==> src/rtl/fsd_pkg.sv <==
package fsd_pkg;
  localparam int unsigned DATA_W = 8;

  function automatic logic [DATA_W-1:0] pack_ctl(input logic flag, input logic [1:0] fld);
    logic [DATA_W-1:0] v;
    v = '0;
    v[DATA_W-1] = flag;
    v[1:0] = fld;
    return v;
  endfunction
endpackage

==> src/rtl/fsd_group_match.sv <==
module fsd_group_match #(
  parameter int unsigned ADDR_W = 6,
  parameter int unsigned NUM_GRP = 4,
  parameter logic [ADDR_W-1:0] GRP_BASE = 6'h14,
  localparam int unsigned GRP_W = (NUM_GRP > 1) ? $clog2(NUM_GRP) : 1
) (
  input  logic [ADDR_W-1:0] addr,
  output logic              hit,
  output logic [GRP_W-1:0]  grp
);
  logic [NUM_GRP-1:0] hit_vec;

  genvar g;
  generate
    for (g = 0; g < NUM_GRP; g++) begin : g_cmp
      localparam logic [ADDR_W-1:0] ADDR_G = ADDR_W'(GRP_BASE + g);
      assign hit_vec[g] = (addr == ADDR_G);
    end
  endgenerate

  always_comb begin
    grp = '0;
    for (int i = 0; i < NUM_GRP; i++) begin
      if (hit_vec[i]) grp = GRP_W'(i);
    end
  end

  assign hit = |hit_vec;
endmodule

==> src/rtl/fsd_ctl_reg.sv <==
module fsd_ctl_reg
  import fsd_pkg::*;
#(
  parameter int unsigned ADDR_W = 6,
  parameter logic [ADDR_W-1:0] CTL_ADDR = 6'h13
) (
  input  logic              clk,
  input  logic              rst_n,
  input  logic [ADDR_W-1:0] addr,
  input  logic              rd,
  input  logic              wr,
  input  logic [DATA_W-1:0] wdata,
  output logic [1:0]        field_q,
  output logic [DATA_W-1:0] rdata
);
  logic flag_q;
  logic hit;

  assign hit = (addr == CTL_ADDR);

  always_ff @(posedge clk or negedge rst_n) begin
    if (!rst_n) begin
      flag_q  <= 1'b0;
      field_q <= 2'b00;
    end else if (wr && hit) begin
      flag_q  <= wdata[DATA_W-1];
      field_q <= wdata[1:0];
    end
  end

  assign rdata = (rd && hit) ? pack_ctl(flag_q, field_q) : '0;
endmodule

==> src/rtl/fsd_line_dec.sv <==
module fsd_line_dec #(
  parameter int unsigned NUM_GRP = 4,
  parameter int unsigned LINES_PER_GRP = 4,
  localparam int unsigned GRP_W = (NUM_GRP > 1) ? $clog2(NUM_GRP) : 1,
  localparam int unsigned FLD_W = (LINES_PER_GRP > 1) ? $clog2(LINES_PER_GRP) : 1,
  localparam int unsigned NUM_SEL = NUM_GRP * LINES_PER_GRP
) (
  input  logic               en,
  input  logic               force_all,
  input  logic [GRP_W-1:0]   grp,
  input  logic [FLD_W-1:0]   fld,
  output logic [NUM_SEL-1:0] sel
);
  genvar gi, li;
  generate
    for (gi = 0; gi < NUM_GRP; gi++) begin : g_grp
      for (li = 0; li < LINES_PER_GRP; li++) begin : g_line
        assign sel[gi*LINES_PER_GRP + li] =
          force_all | (en & (grp == GRP_W'(gi)) & (fld == FLD_W'(li)));
      end
    end
  endgenerate
endmodule

==> src/rtl/fabric_sel_decoder.sv <==
module fabric_sel_decoder
  import fsd_pkg::*;
#(
  parameter int unsigned ADDR_W = 6,
  parameter logic [ADDR_W-1:0] GRP_BASE = 6'h14,
  parameter logic [ADDR_W-1:0] CTL_ADDR = 6'h13
) (
  input  logic              clk,
  input  logic              rst_n,
  input  logic [ADDR_W-1:0] io_addr,
  input  logic              io_rd,
  input  logic              io_wr,
  input  logic [7:0]        io_wdata,
  output logic [15:0]       sel,
  output logic              fab_rd,
  output logic              fab_wr,
  output logic [7:0]        ctl_rdata
);
  localparam int unsigned NUM_GRP = 4;
  localparam int unsigned LINES_PER_GRP = 4;
  localparam int unsigned GRP_W = $clog2(NUM_GRP);

  logic             grp_hit;
  logic [GRP_W-1:0] grp_idx;
  logic [1:0]       field_q;

  fsd_group_match #(
    .ADDR_W  (ADDR_W),
    .NUM_GRP (NUM_GRP),
    .GRP_BASE(GRP_BASE)
  ) u_match (
    .addr(io_addr),
    .hit (grp_hit),
    .grp (grp_idx)
  );

  fsd_ctl_reg #(
    .ADDR_W  (ADDR_W),
    .CTL_ADDR(CTL_ADDR)
  ) u_ctl (
    .clk    (clk),
    .rst_n  (rst_n),
    .addr   (io_addr),
    .rd     (io_rd),
    .wr     (io_wr),
    .wdata  (io_wdata),
    .field_q(field_q),
    .rdata  (ctl_rdata)
  );

  fsd_line_dec #(
    .NUM_GRP      (NUM_GRP),
    .LINES_PER_GRP(LINES_PER_GRP)
  ) u_dec (
    .en       ((io_rd | io_wr) & grp_hit),
    .force_all(~rst_n),
    .grp      (grp_idx),
    .fld      (field_q),
    .sel      (sel)
  );

  assign fab_rd = rst_n & io_rd & grp_hit;
  assign fab_wr = ~rst_n | (io_wr & grp_hit);
endmodule

==> config.mk <==
export PLATFORM = sky130hd
export DESIGN_NAME = fabric_sel_decoder
export DESIGN_NICKNAME = d
export VERILOG_FILES = /design/src/rtl/fsd_pkg.sv /design/src/rtl/fsd_group_match.sv /design/src/rtl/fsd_ctl_reg.sv /design/src/rtl/fsd_line_dec.sv /design/src/rtl/fabric_sel_decoder.sv
export SDC_FILE = /design/constraint.sdc
export NUM_CORES = 1
export LEC_CHECK = 0
export BUFFER_PORTS_ARGS = -buffer_cell sky130_fd_sc_hd__clkbuf_2
export CAP_MARGIN = 40
export CORE_MARGIN = 4
export CORE_UTILIZATION = 30
export DETAILED_ROUTE_END_ITERATION = 12
export GPL_ROUTABILITY_DRIVEN = 0
export GPL_TIMING_DRIVEN = 1
export HOLD_SLACK_MARGIN = 0.05
export PLACE_DENSITY = 0.81
export SETUP_SLACK_MARGIN = 0.5
export SLEW_MARGIN = 30
export SYNTH_ARGS = -nofsm -noshare
export SYNTH_HDL_FRONTEND = slang
export SYNTH_SLANG_ARGS = --single-unit
==> constraint.sdc <==
create_clock -name clk -period 1.15 [get_ports clk]
set_input_delay 0.0575 -clock clk [delete_from_list [all_inputs] [get_ports clk]]
set_output_delay 0.0575 -clock clk [all_outputs]
set_load 0.03 [all_outputs]
==> results.md, run 1 <==
- Status: did not finish
- Stage reached: global routing
- Error: [ERROR DPL-0038] Utilization greater than 100%, impossible to legalize
- Dominant cell type by area after synthesis: dfrtp_1
- Num CTS Buffers: 3
- Count leader, synth: o21ai_0
- Synth Cell Area: 389 sq um
- Dominant cells by area after synthesis: dfrtp_1 19%, o21ai_0 15%, buf_4 9.6%, mux2_2 8.7%, o31ai_1 7.7%
- Starting Density: 33.7%
- Synth Instances: 49
- Synth async-reset ratio: 100%
- I/O Pins: 44
- Hpwl dp: 1190 um
- Clock sink total: 3
- PortBufs: 33
- Synthesized flop and latch total: 3
- Worst_ep kind: top-level output
- EDFF count, synth: 0
- Clock Tree Buf Depth: 2
- Top FF cell, synth: dfrtp_1
- CTS root buf: clkbuf_4
- Most frequent cells after synthesis: 12 x o21ai_0, 5 x buf_4, 4 x o31ai_1
- Largest net degree at the start of global routing: 11
- Ys Warns: 0
- Chip Width: 44.0 um
- Yosys cell types: 21
- Mapped Avg Cell Area: 7.94 sq um
- H-tree depth: 1
- Die Y: 44.0 um
- Rows: 12
- Register area share after synthesis: 19.3%
- Synth top area share: 19.3%
- Post-GRT worst EP: sel[2]
-- through the flow --
stage,util (%),cell area (sq um),std cells,worst slack [ns]
after CTS,91.6,1060,115,-0.301
after detailed placement,70.8,818,109,-0.213
after global placement,70.8,818,109,-0.174
after floorplan,-,541,53,-0.0552
-- cell families after synthesis --
| logic type | synth area share [%] |
|---|---|
| mux | 8.68 |
| compound gates | 23.2 |
| other cells | 0.964 |
| flops | 19.3 |
| simple gates | 36.3 |
| buf+inv | 11.6 |
-- what timing repair did --
| item | 4_1_cts |
|---|---|
| gates resized for setup | 48 |
| hold endpoints to repair | 3 |
| setup buffers | 2 |
| setup endpoints to repair | 24 |
| pin swaps | 10 |
==> run 2, diff against run 1 <==
- CORE_AREA: unset -> 4 4 65 67
- CORE_MARGIN: 4 -> unset
- CORE_UTILIZATION: 30 -> unset
- DIE_AREA: unset -> 0 0 69 71
- HOLD_SLACK_MARGIN: 0.05 -> unset
- PLACE_DENSITY: 0.81 -> unset
- PLACE_DENSITY_LB_ADDON: unset -> 0.15
- SETUP_SLACK_MARGIN: 0.5 -> unset
==> run 2 against run 1 <==
The flow now finishes, with violations (negative setup slack). Synthesized area unchanged. Synthesized cell count unchanged.
==> results.md, run 2 <==
- Worst slack, placed: -0.236 ns (was -0.213 ns)
- Crit Path Class: reg -> out
- Clock Tree Buf Depth: 2 (unchanged)
- Vias in the first global route: 643
- Worst-path clk slew: 0.03 ns
- Critical Path Source: u_ctl.field_q[0]$_DFFE_PN0P_
- CTS root buf: clkbuf_8 (was clkbuf_4)
- Chip Width: 69 um (was 44.0 um)
- Initial antenna violation count: 0
- Pre-Repair DR Iteration Count: 2
- Critical-path top delay cell: dfrtp_1
- Starting Density: 10.7% (was 33.7%)
- CP max FO: 4
- Register area share after synthesis: 19.3% (unchanged)
- First-pass GRT wire length: 2930 um
- Die ar.: 0.00490 sq mm
- Total of max-cap violations: 0
- Layout area overhead: 175%
- Ant diodes: 0
- Detailed-route via count: 578
- Mapped Avg Cell Area: 7.94 sq um (unchanged)
- Tot GR Track Use: 7.29%
- Count leader, synth: o21ai_0 (unchanged)
- Critical Path, Cell by Cell: buf_6 > nand4_1 > o31ai_2 > buf_4
- Hold WC Path Type: in -> async
- Commonest non-fill, non-tap cell in the layout: buf_4
- Fin. Hold Viols: 0
- FF-to-FF path depth: 3
- Slowest stage delay, CP: 0.40 ns
- Wire length per cell: 11.6 um
- Die Y: 71 um (was 44.0 um)
- Worst setup endpoint: sel[3]
- Initial detailed-routing violation count: 10
- Synth top area share: 19.3% (unchanged)
- Fill count: 395
- Synth Instances: 49 (unchanged)
- PortBufs: 33 (unchanged)
- EDFF count, synth: 0 (unchanged)
- Placeable Area: 0.00363 sq mm
- CTS tree: built
- Most frequent cells in the layout: 15 x buf_4, 13 x clkbuf_2, 12 x clkbuf_8
- Dominant cell type by area after synthesis: dfrtp_1 (unchanged)
- Dominant cells by area after synthesis: dfrtp_1 19%, o21ai_0 15%, buf_4 9.6%, mux2_2 8.7%, o31ai_1 7.7% (unchanged)
- Top FF cell, synth: dfrtp_1 (unchanged)
- Most frequent cells after synthesis: 12 x o21ai_0, 5 x buf_4, 4 x o31ai_1 (unchanged)
- Largest net degree at the start of global routing: 13
- Power, Total: 0.000831 W
- Slew Viols, Final: 0
- H-tree depth: 1 (unchanged)
- Number of nets in the layout: 120
- Ys Warns: 0 (unchanged)
- Synth Cell Area: 389 sq um (unchanged)
- # DRC: 0
- Total Routed Length: 1730 um
- Layout cells sized above 1: 76.2%
- CP delay by family, top: flip-flops
- Worst path buffer plus inverter count: 2
- Synthesized flop and latch total: 3 (unchanged)
- Num CTS Buffers: 3 (unchanged)
- WP data arrival: 1.39 ns
- RSZ-0062 raised after global routing: yes
- Status: complete, but fails checks (was did not finish)
- Critical path depth: 4
- Synth async-reset ratio: 100% (unchanged)
- Area after DPL: 787 sq um (was 818 sq um)
- CP Data Required Time: 1.09 ns
- Hpwl dp: 1460 um (was 1190 um)
- Setup violations, final: 22
- Top flop regs: u_ctl.field_q (2), u_ctl.flag_q (1)
- Power density cells: 776 mW/mm^2
- Failing checks: negative setup slack
- Rows: 22 (was 12)
- Final min period: 1.44 ns
- Tcrit/Tclk final: 126%
- Number of flip-flops in the largest register: 2
- Setup TNS: -3.88 ns
- Clock sink total: 3 (unchanged)
- Total congestion overflow: 0
- Reg-to-reg slack, setup: 0.12 ns
- FMAX: 692 MHz
- R2r endpoint: u_ctl.field_q[1]$_DFFE_PN0P_
- Clk Latency, worst-skew pair: 0.22 ns
- I/O Pins: 44 (unchanged)
- Vias per inst: 3.88
- VDD IR max: 0.000632 V
- Crit start category: register
- Crit. End Element: output port
- RR Startpoint: u_ctl.field_q[1]$_DFFE_PN0P_
- Hold_buf cts: 0
- Finished Cell Area: 0.00107 sq mm
- Largest register by flop count: u_ctl.field_q
- Setup ws final: -0.294 ns
- Worst-case clock skew: 0 ns
- Yosys cell types: 21 (unchanged)
- DRT antenna net count: 0
- Leak: 0.474 nW
==> run 2: cell counts after synthesis <==
Identical to the previous run, type by type.
==> run 2: power breakdown <==
part / internal [W] / leakage [nW] / switching, W
sequential: 0.000120 / 0.0399 / 0.0000148
combinational: 0.000180 / 0.411 / 0.000202
clock: 0.000237 / 0.0228 / 0.0000766
total: 0.000538 / 0.474 / 0.000294
==> run 2: worst min-delay path by stage <==
stage               start                            to  slack [ns]  depth (start not counted)
floorplan           rst_n  u_ctl.field_q[0]$_DFFE_PN0P_       -0.24                          0
global placement    rst_n  u_ctl.field_q[1]$_DFFE_PN0P_        0.26                          2
detailed placement  rst_n  u_ctl.field_q[0]$_DFFE_PN0P_        0.26                          2
CTS                 rst_n  u_ctl.field_q[1]$_DFFE_PN0P_        0.03                          2
global route        rst_n  u_ctl.field_q[1]$_DFFE_PN0P_        0.07                          2
finish              rst_n  u_ctl.field_q[1]$_DFFE_PN0P_        0.04                          2
==> run 2: routing by layer <==
layer	vias up	track usage, %	share of wire, %	routed length [um]
li1	278	-	-	-
met1	271	7.55	38	650
met2	27	12.8	51	875
met3	2	2.70	10	172
met4	0	3.90	1.6	27
met5	-	0	0	0
==> run 2: cell families after synthesis <==
kind of cell	share of synthesized area, %
AO/OA/AOI/OAI	23.2
buffers and inverters	11.6
flip-flops	19.3
multiplexers	8.68
other	0.964
AND/OR/NAND/NOR	36.3
==> run 2: final cells by class <==
type / instances / area (sq um) / area share, %
repair buffers: 50 / 470 / 43.9
multi-input cells: 43 / 417 / 38.9
flip-flops and latches: 3 / 75.1 / 7.01
well taps: 48 / 60.1 / 5.61
clock buffers: 4 / 45.0 / 4.21
inverters: 1 / 3.75 / 0.350
==> run 2: timing repair <==
item,4_1_cts,5_1_grt
gates resized for setup,47,16
endpoints found under the hold margin,0,0
buffers inserted,2,0
endpoints found under the setup margin,20,22
pin swaps,11,6
==> run 2: per-stage QoR <==
step | hold slack, ns | cells | utilization, %
floorplan | -0.238 | 53 | -
global placement | 0.261 | 143 | 21.7
detailed placement | 0.262 | 143 | 21.7
CTS | 0.0340 | 149 | 28.7
global route | 0.0669 | 149 | 29.5
finish | 0.0353 | 149 | 29.5
Note: power is estimated with default switching activity, not from simulation.
==> run 3, diff against run 2 <==
- clock period: 1.15 -> 1.5 ns (I/O delays scaled with it)
==> run 3 against run 2 <==
The flow now finishes without violations. Cell count is 9.4% lower. Count of clock-buffer cells in the layout is the same. Register-to-register slack better by 0.45 ns. Power shrank 36%.
==> results.md, run 3 (same netlist as run 2, synthesis figures left out) <==
- Hpwl dp: 1270 um (was 1460 um)
- Worst slack, placed: 0.0184 ns (was -0.236 ns)
- Status: completed (was complete, but fails checks)
- Total of max-cap violations: 0 (unchanged)
- I/O Pins: 44 (unchanged)
- Leak: 0.319 nW (was 0.474 nW)
- CTS root buf: clkbuf_8 (unchanged)
- Worst setup endpoint: sel[1] (was sel[3])
- Tcrit/Tclk final: 97.8%
- Pre-Repair DR Iteration Count: 4 (was 2)
- Clk Latency, worst-skew pair: 0.21 ns (was 0.22 ns)
- Setup violations, final: 0 (was 22)
- FF-to-FF path depth: 2 (was 3)
- FMAX: 682 MHz
- Most frequent cells in the layout: 25 x clkbuf_2, 7 x buf_4, 6 x o21ai_0, 6 x o21ai_1, 5 x conb_1 (was 15 x buf_4, 13 x clkbuf_2, 12 x clkbuf_8)
- Starting Density: 10.7% (unchanged)
- Clock Power Share: 44.3% (was 37.7%)
- Tot GR Track Use: 6.27% (was 7.29%)
- Crit. End Element: output port (unchanged)
- Reg power frac: 19.3% (was 16.3%)
- Layout cells sized above 1: 57.5% (was 76.2%)
- Commonest non-fill, non-tap cell in the layout: clkbuf_2 (was buf_4)
- Critical Path Source: u_ctl.field_q[1]$_DFFE_PN0P_ (was u_ctl.field_q[0]$_DFFE_PN0P_)
- Slew Viols, Final: 0 (unchanged)
- RSZ-0062 raised after global routing: yes (unchanged)
- H-tree depth: 1 (unchanged)
- CTS tree: built (unchanged)
- Internal Power: 0.000342 W (was 0.000538 W)
- Hold_ws: 0.0984 ns (was 0.0353 ns)
- VDD IR max: 0.000559 V (was 0.000632 V)
- R2r endpoint: u_ctl.field_q[0]$_DFFE_PN0P_ (was u_ctl.field_q[1]$_DFFE_PN0P_)
- Detailed-route via count: 497 (was 578)
- Total Routed Length: 1540 um (was 1730 um)
- Vias per inst: 3.68 (was 3.88)
- PortBufs: 33 (unchanged)
- Rows: 22 (unchanged)
- Reg-to-reg slack, setup: 0.57 ns (was 0.12 ns)
- Placeable Area: 0.00363 sq mm (unchanged)
- Clock sink total: 3 (unchanged)
- Power density cells: 764 mW/mm^2 (was 776 mW/mm^2)
- Largest net degree at the start of global routing: 22 (was 13)
- Die ar.: 0.00490 sq mm (unchanged)
- Ant diodes: 0 (unchanged)
- Number of nets in the layout: 106 (was 120)
- CP Data Required Time: 1.42 ns (was 1.09 ns)
- Crit start category: register (unchanged)
- Number of flip-flops in the largest register: 2 (unchanged)
- Top flop regs: u_ctl.field_q (2), u_ctl.flag_q (1) (unchanged)
- Sw Share: 35.7% (was 35.3%)
- Num CTS Buffers: 3 (unchanged)
- Clock Tree Buf Depth: 2 (unchanged)
- Worst-case clock skew: 0 ns (unchanged)
- Wire length per cell: 11.4 um (was 11.6 um)
- DRT antenna net count: 0 (unchanged)
- WP data arrival: 1.39 ns (about the same)
- Layout area overhead: 78.8% (was 175%)
- CP max FO: 5 (was 4)
- Final min period: 1.47 ns
- RR Startpoint: u_ctl.field_q[0]$_DFFE_PN0P_ (was u_ctl.field_q[1]$_DFFE_PN0P_)
- Total congestion overflow: 0 (unchanged)
- Hold WC Path Type: in -> reg (was in -> async)
- First-pass GRT wire length: 2510 um (was 2930 um)
- # DRC: 0 (unchanged)
- Die Y: 71 um (unchanged)
- Util after Layout: 19.1% (was 29.5%)
- Fin. Hold Viols: 0 (unchanged)
- NetSw: 0.000190 W (was 0.000294 W)
- Worst-path clk slew: 0.03 ns (about the same)
- Chip Width: 69 um (unchanged)
- Comb pwr share: 36.4% (was 46.0%)
- Setup ws final: 0.0332 ns (was -0.294 ns)
- Initial antenna violation count: 0 (unchanged)
- Largest register by flop count: u_ctl.field_q (unchanged)
- Crit Path Class: reg -> out (unchanged)
- Initial detailed-routing violation count: 12 (was 10)
- Vias in the first global route: 528 (was 643)
[run 3: cell count changes in the layout (fill, tap and decap cells not counted), moves of 3 or more]
cell      before  now
o31ai_4        3    0
and2_1         0    3
clkbuf_8      12    3
o21ai_4        3    0
buf_6          7    0
o21ai_0        0    6
clkbuf_2      13   25
buf_8          6    0
o21ai_1        3    6
o21ai_2        6    0
buf_4         15    7
and2_4         3    0
[run 3: worst max-delay path: stages (launching register included)]
cell,delay [ns]
dfrtp_2,0.41
nand4b_1,0.30
o31ai_1,0.27
buf_4,0.20
[run 3: how the worst min path moves through the flow]
stage,slack (ns),depth (start not counted),to,from
after floorplan,-0.22,0,u_ctl.field_q[0]$_DFFE_PN0P_,rst_n
after global placement,-0.02,1,u_ctl.flag_q$_DFFE_PN0P_,rst_n
after detailed placement,-0.02,1,u_ctl.flag_q$_DFFE_PN0P_,rst_n
after CTS,0.1,2,u_ctl.flag_q$_DFFE_PN0P_,io_wdata[7]
after global routing,0.09,2,u_ctl.flag_q$_DFFE_PN0P_,io_wdata[7]
final,0.1,2,u_ctl.flag_q$_DFFE_PN0P_,io_wdata[7]
[run 3: what timing repair did]
action	CTS	global route
setup endpoints to repair	5	16
hold buffers	1	0
hold endpoints to repair	3	0
cloned	0	0
pin swaps	1	3
setup buffers	1	1
gates resized for setup	4	21
[run 3: per-stage QoR]
stage	cells	total power [W]	setup TNS [ns]	area, sq um
floorplan	53	0.000224	0	404
global placement	128	0.000273	0	588
detailed placement	128	0.000275	0	588
CTS	134	0.000526	-0.0527	658
global route	135	0.000564	-0.138	696
finish	135	0.000531	0	696
[run 3: cell type report]
cell class / instances / area [sq um]
fill: 417 / 2940
multi-input combinational: 43 / 305
timing repair buffer: 36 / 205
sequential: 3 / 76.3
tap: 48 / 60.1
clock buffer: 4 / 45.0
inverter: 1 / 3.75
[run 3: power groups by stage]
stage	logic [W]	registers (W)	clock network [W]
6_report	0.000194	0.000103	0.000235
5_1_grt	0.000209	0.000104	0.000251
4_1_cts	0.000181	0.000103	0.000242
3_5_place_dp	0.000170	0.000105	0
3_3_place_gp	0.000169	0.000105	0
2_1_floorplan	0.000123	0.000101	0
[run 3: per-layer routing]
layer	up-vias	GRT usage (%)	share of wire, %
met4	0	0.651	0
met1	219	8.31	49
met5	-	0	0
met2	30	9.64	42
met3	0	2.84	8.2
li1	248	-	-
==> run 4, diff against run 3 <==
- SETUP_SLACK_MARGIN: unset -> 0.4
==> run 4 against run 3 <==
Setup slack better by 0.036 ns. Wire length up 9.9%. Cell count is 6.7% higher. Largest cell class unchanged. Highest routed layer is now met4.
==> results.md, run 4 (same netlist as run 2, synthesis figures left out) <==
- Worst slew pin tran: 0.513 ns
- Num CTS Buffers: 3 (unchanged)
- Die Y: 71 um (unchanged)
- I/O Pins: 44 (unchanged)
- Wire length per cell: 11.8 um (was 11.4 um)
- Initial detailed-routing violation count: 5 (was 12)
- Depth of the worst hold-timing path: 2 (unchanged)
- Status: completed (unchanged)
- Largest net degree at the start of global routing: 15 (was 22)
- R2r endpoint: u_ctl.field_q[1]$_DFFE_PN0P_ (was u_ctl.field_q[0]$_DFFE_PN0P_)
- Vias in the first global route: 555 (was 528)
- Initial antenna violation count: 0 (unchanged)
- Clock Tree Buf Depth: 2 (unchanged)
- CTS tree: built (unchanged)
- Critical Path Source: u_ctl.field_q[1]$_DFFE_PN0P_ (unchanged)
- Leak: 0.467 nW (was 0.319 nW)
- Detailed-route via count: 526 (was 497)
- Power density cells: 572 mW/mm^2 (was 764 mW/mm^2)
- Hold WC Path Type: in -> reg (unchanged)
- Largest register by flop count: u_ctl.field_q (unchanged)
- Crit Path Class: reg -> out (unchanged)
- Final min period: 1.43 ns (was 1.47 ns)
- Total congestion overflow: 0 (unchanged)
- FMAX: 699 MHz (was 682 MHz)
- Total of max-cap violations: 0 (unchanged)
- Worst-case clock skew: 0 ns (unchanged)
- RR Startpoint: u_ctl.field_q[1]$_DFFE_PN0P_ (was u_ctl.field_q[0]$_DFFE_PN0P_)
- Worst-path clk slew: 0.03 ns (about the same)
- Util after Layout: 31.0% (was 19.1%)
- Clock sink total: 3 (unchanged)
- Power, Total: 0.000644 W (was 0.000531 W)
- RSZ-0062 raised after global routing: yes (unchanged)
- Setup violations, final: 0 (unchanged)
- Fill count: 401 (was 417)
- CTS root buf: clkbuf_8 (unchanged)
- Hpwl dp: 1290 um (was 1270 um)
- Crit start category: register (unchanged)
- Reg-to-reg slack, setup: 0.54 ns (was 0.57 ns)
- DRT antenna net count: 0 (unchanged)
- Ant diodes: 0 (unchanged)
- Rows: 22 (unchanged)
- PortBufs: 33 (unchanged)
- Most frequent cells in the layout: 13 x clkbuf_8, 13 x clkbuf_2, 9 x buf_8 (was 25 x clkbuf_2, 7 x buf_4, 6 x o21ai_0, 6 x o21ai_1, 5 x conb_1)
- Number of nets in the layout: 115 (was 106)
- # DRC: 0 (unchanged)
- Tcrit/Tclk final: 95.4% (was 97.8%)
- Placeable Area: 0.00363 sq mm (unchanged)
- Slew Viols, Final: 0 (unchanged)
- FF-to-FF path depth: 2 (unchanged)
- Hold Crit Start: io_wdata[0] (was io_wdata[7])
- Number of flip-flops in the largest register: 2 (unchanged)
- Starting Density: 10.7% (unchanged)
- Tot GR Track Use: 7.21% (was 6.27%)
- Crit. End Element: output port (unchanged)
- Pre-Repair DR Iteration Count: 3 (was 4)
- VDD IR max: 0.000424 V (was 0.000559 V)
- Worst rel slew slack: 65.8%
- WP data arrival: 1.36 ns (was 1.39 ns)
- Clk Latency, worst-skew pair: 0.22 ns (was 0.21 ns)
- Layout area overhead: 189% (was 78.8%)
- Setup TNS: 0 ns (unchanged)
- First-pass GRT wire length: 2820 um (was 2510 um)
- H-tree depth: 1 (unchanged)
- Fin. Hold Viols: 0 (unchanged)
- Total Routed Length: 1700 um (was 1540 um)
- CP Data Required Time: 1.42 ns (about the same)
- Die ar.: 0.00490 sq mm (unchanged)
- Layout cells sized above 1: 81.3% (was 57.5%)
- CP max FO: 5 (unchanged)
- Vias per inst: 3.65 (was 3.68)
- Worst setup endpoint: sel[1] (unchanged)
- Chip Width: 69 um (unchanged)
- Top flop regs: u_ctl.field_q (2), u_ctl.flag_q (1) (unchanged)
[run 4: cell types whose count changed in the layout (fill, tap and decap cells not counted), sizes merged]
cell	delta
buf	+12
clkbuf	-3
[run 4: per-layer routing]
layer / GRT usage [%] / up-vias / wire, um
li1: - / 269 / -
met1: 7.97 / 235 / 665
met2: 12.7 / 20 / 921
met3: 2.13 / 2 / 101
met4: 3.25 / 0 / 8
met5: 0 / - / 0
[run 4: how the worst min path moves through the flow]
stage / endpoint
final: u_ctl.field_q[0]$_DFFE_PN0P_
after global routing: u_ctl.field_q[0]$_DFFE_PN0P_
after CTS: u_ctl.field_q[0]$_DFFE_PN0P_
after detailed placement: u_ctl.field_q[1]$_DFFE_PN0P_
after global placement: u_ctl.field_q[1]$_DFFE_PN0P_
after floorplan: u_ctl.field_q[0]$_DFFE_PN0P_
[run 4: cell type report]
class | instances | area [sq um] | area share [%]
Timing Repair Buffer | 45 | 457 | 40.6
Multi-Input combinational cell | 43 | 483 | 42.9
Sequential cell | 3 | 77.6 | 6.89
Inverter | 1 | 3.75 | 0.333
Clock buffer | 4 | 45.0 | 4.00
Tap cell | 48 | 60.1 | 5.33
[run 4: power by group]
group	total (W)	internal, W	switching [W]
Combinational	0.000295	0.000134	0.000161
Clock	0.000240	0.000182	0.0000586
Sequential	0.000108	0.0000937	0.0000141
Total	0.000644	0.000410	0.000234
[run 4: timing repair]
item,CTS,global route
gates resized for setup,53,17
setup buffers,4,1
gates cloned,0,0
endpoints found under the hold margin,3,0
pin swaps,13,8
endpoints found under the setup margin,22,22
hold buffers,1,0
[run 4: worst max-delay path, cell delays in order (launching register included)]
cell and delay [ns]:
dfrtp_2 0.43, nand4b_1 0.19, buf_6 0.15, o31ai_4 0.17, clkbuf_8 0.19
[run 4: metrics by stage]
stage | setup slack (ns) | instances | hold slack [ns] | area [sq um]
6_report | 0.0696 | 144 | 0.0912 | 1130
5_1_grt | 0.0205 | 144 | 0.0827 | 1130
4_1_cts | 0.0624 | 143 | 0.0909 | 1070
3_5_place_dp | 0.0984 | 134 | 0.0596 | 753
3_3_place_gp | 0.0911 | 134 | 0.0592 | 753
2_1_floorplan | 0.277 | 53 | -0.221 | 524
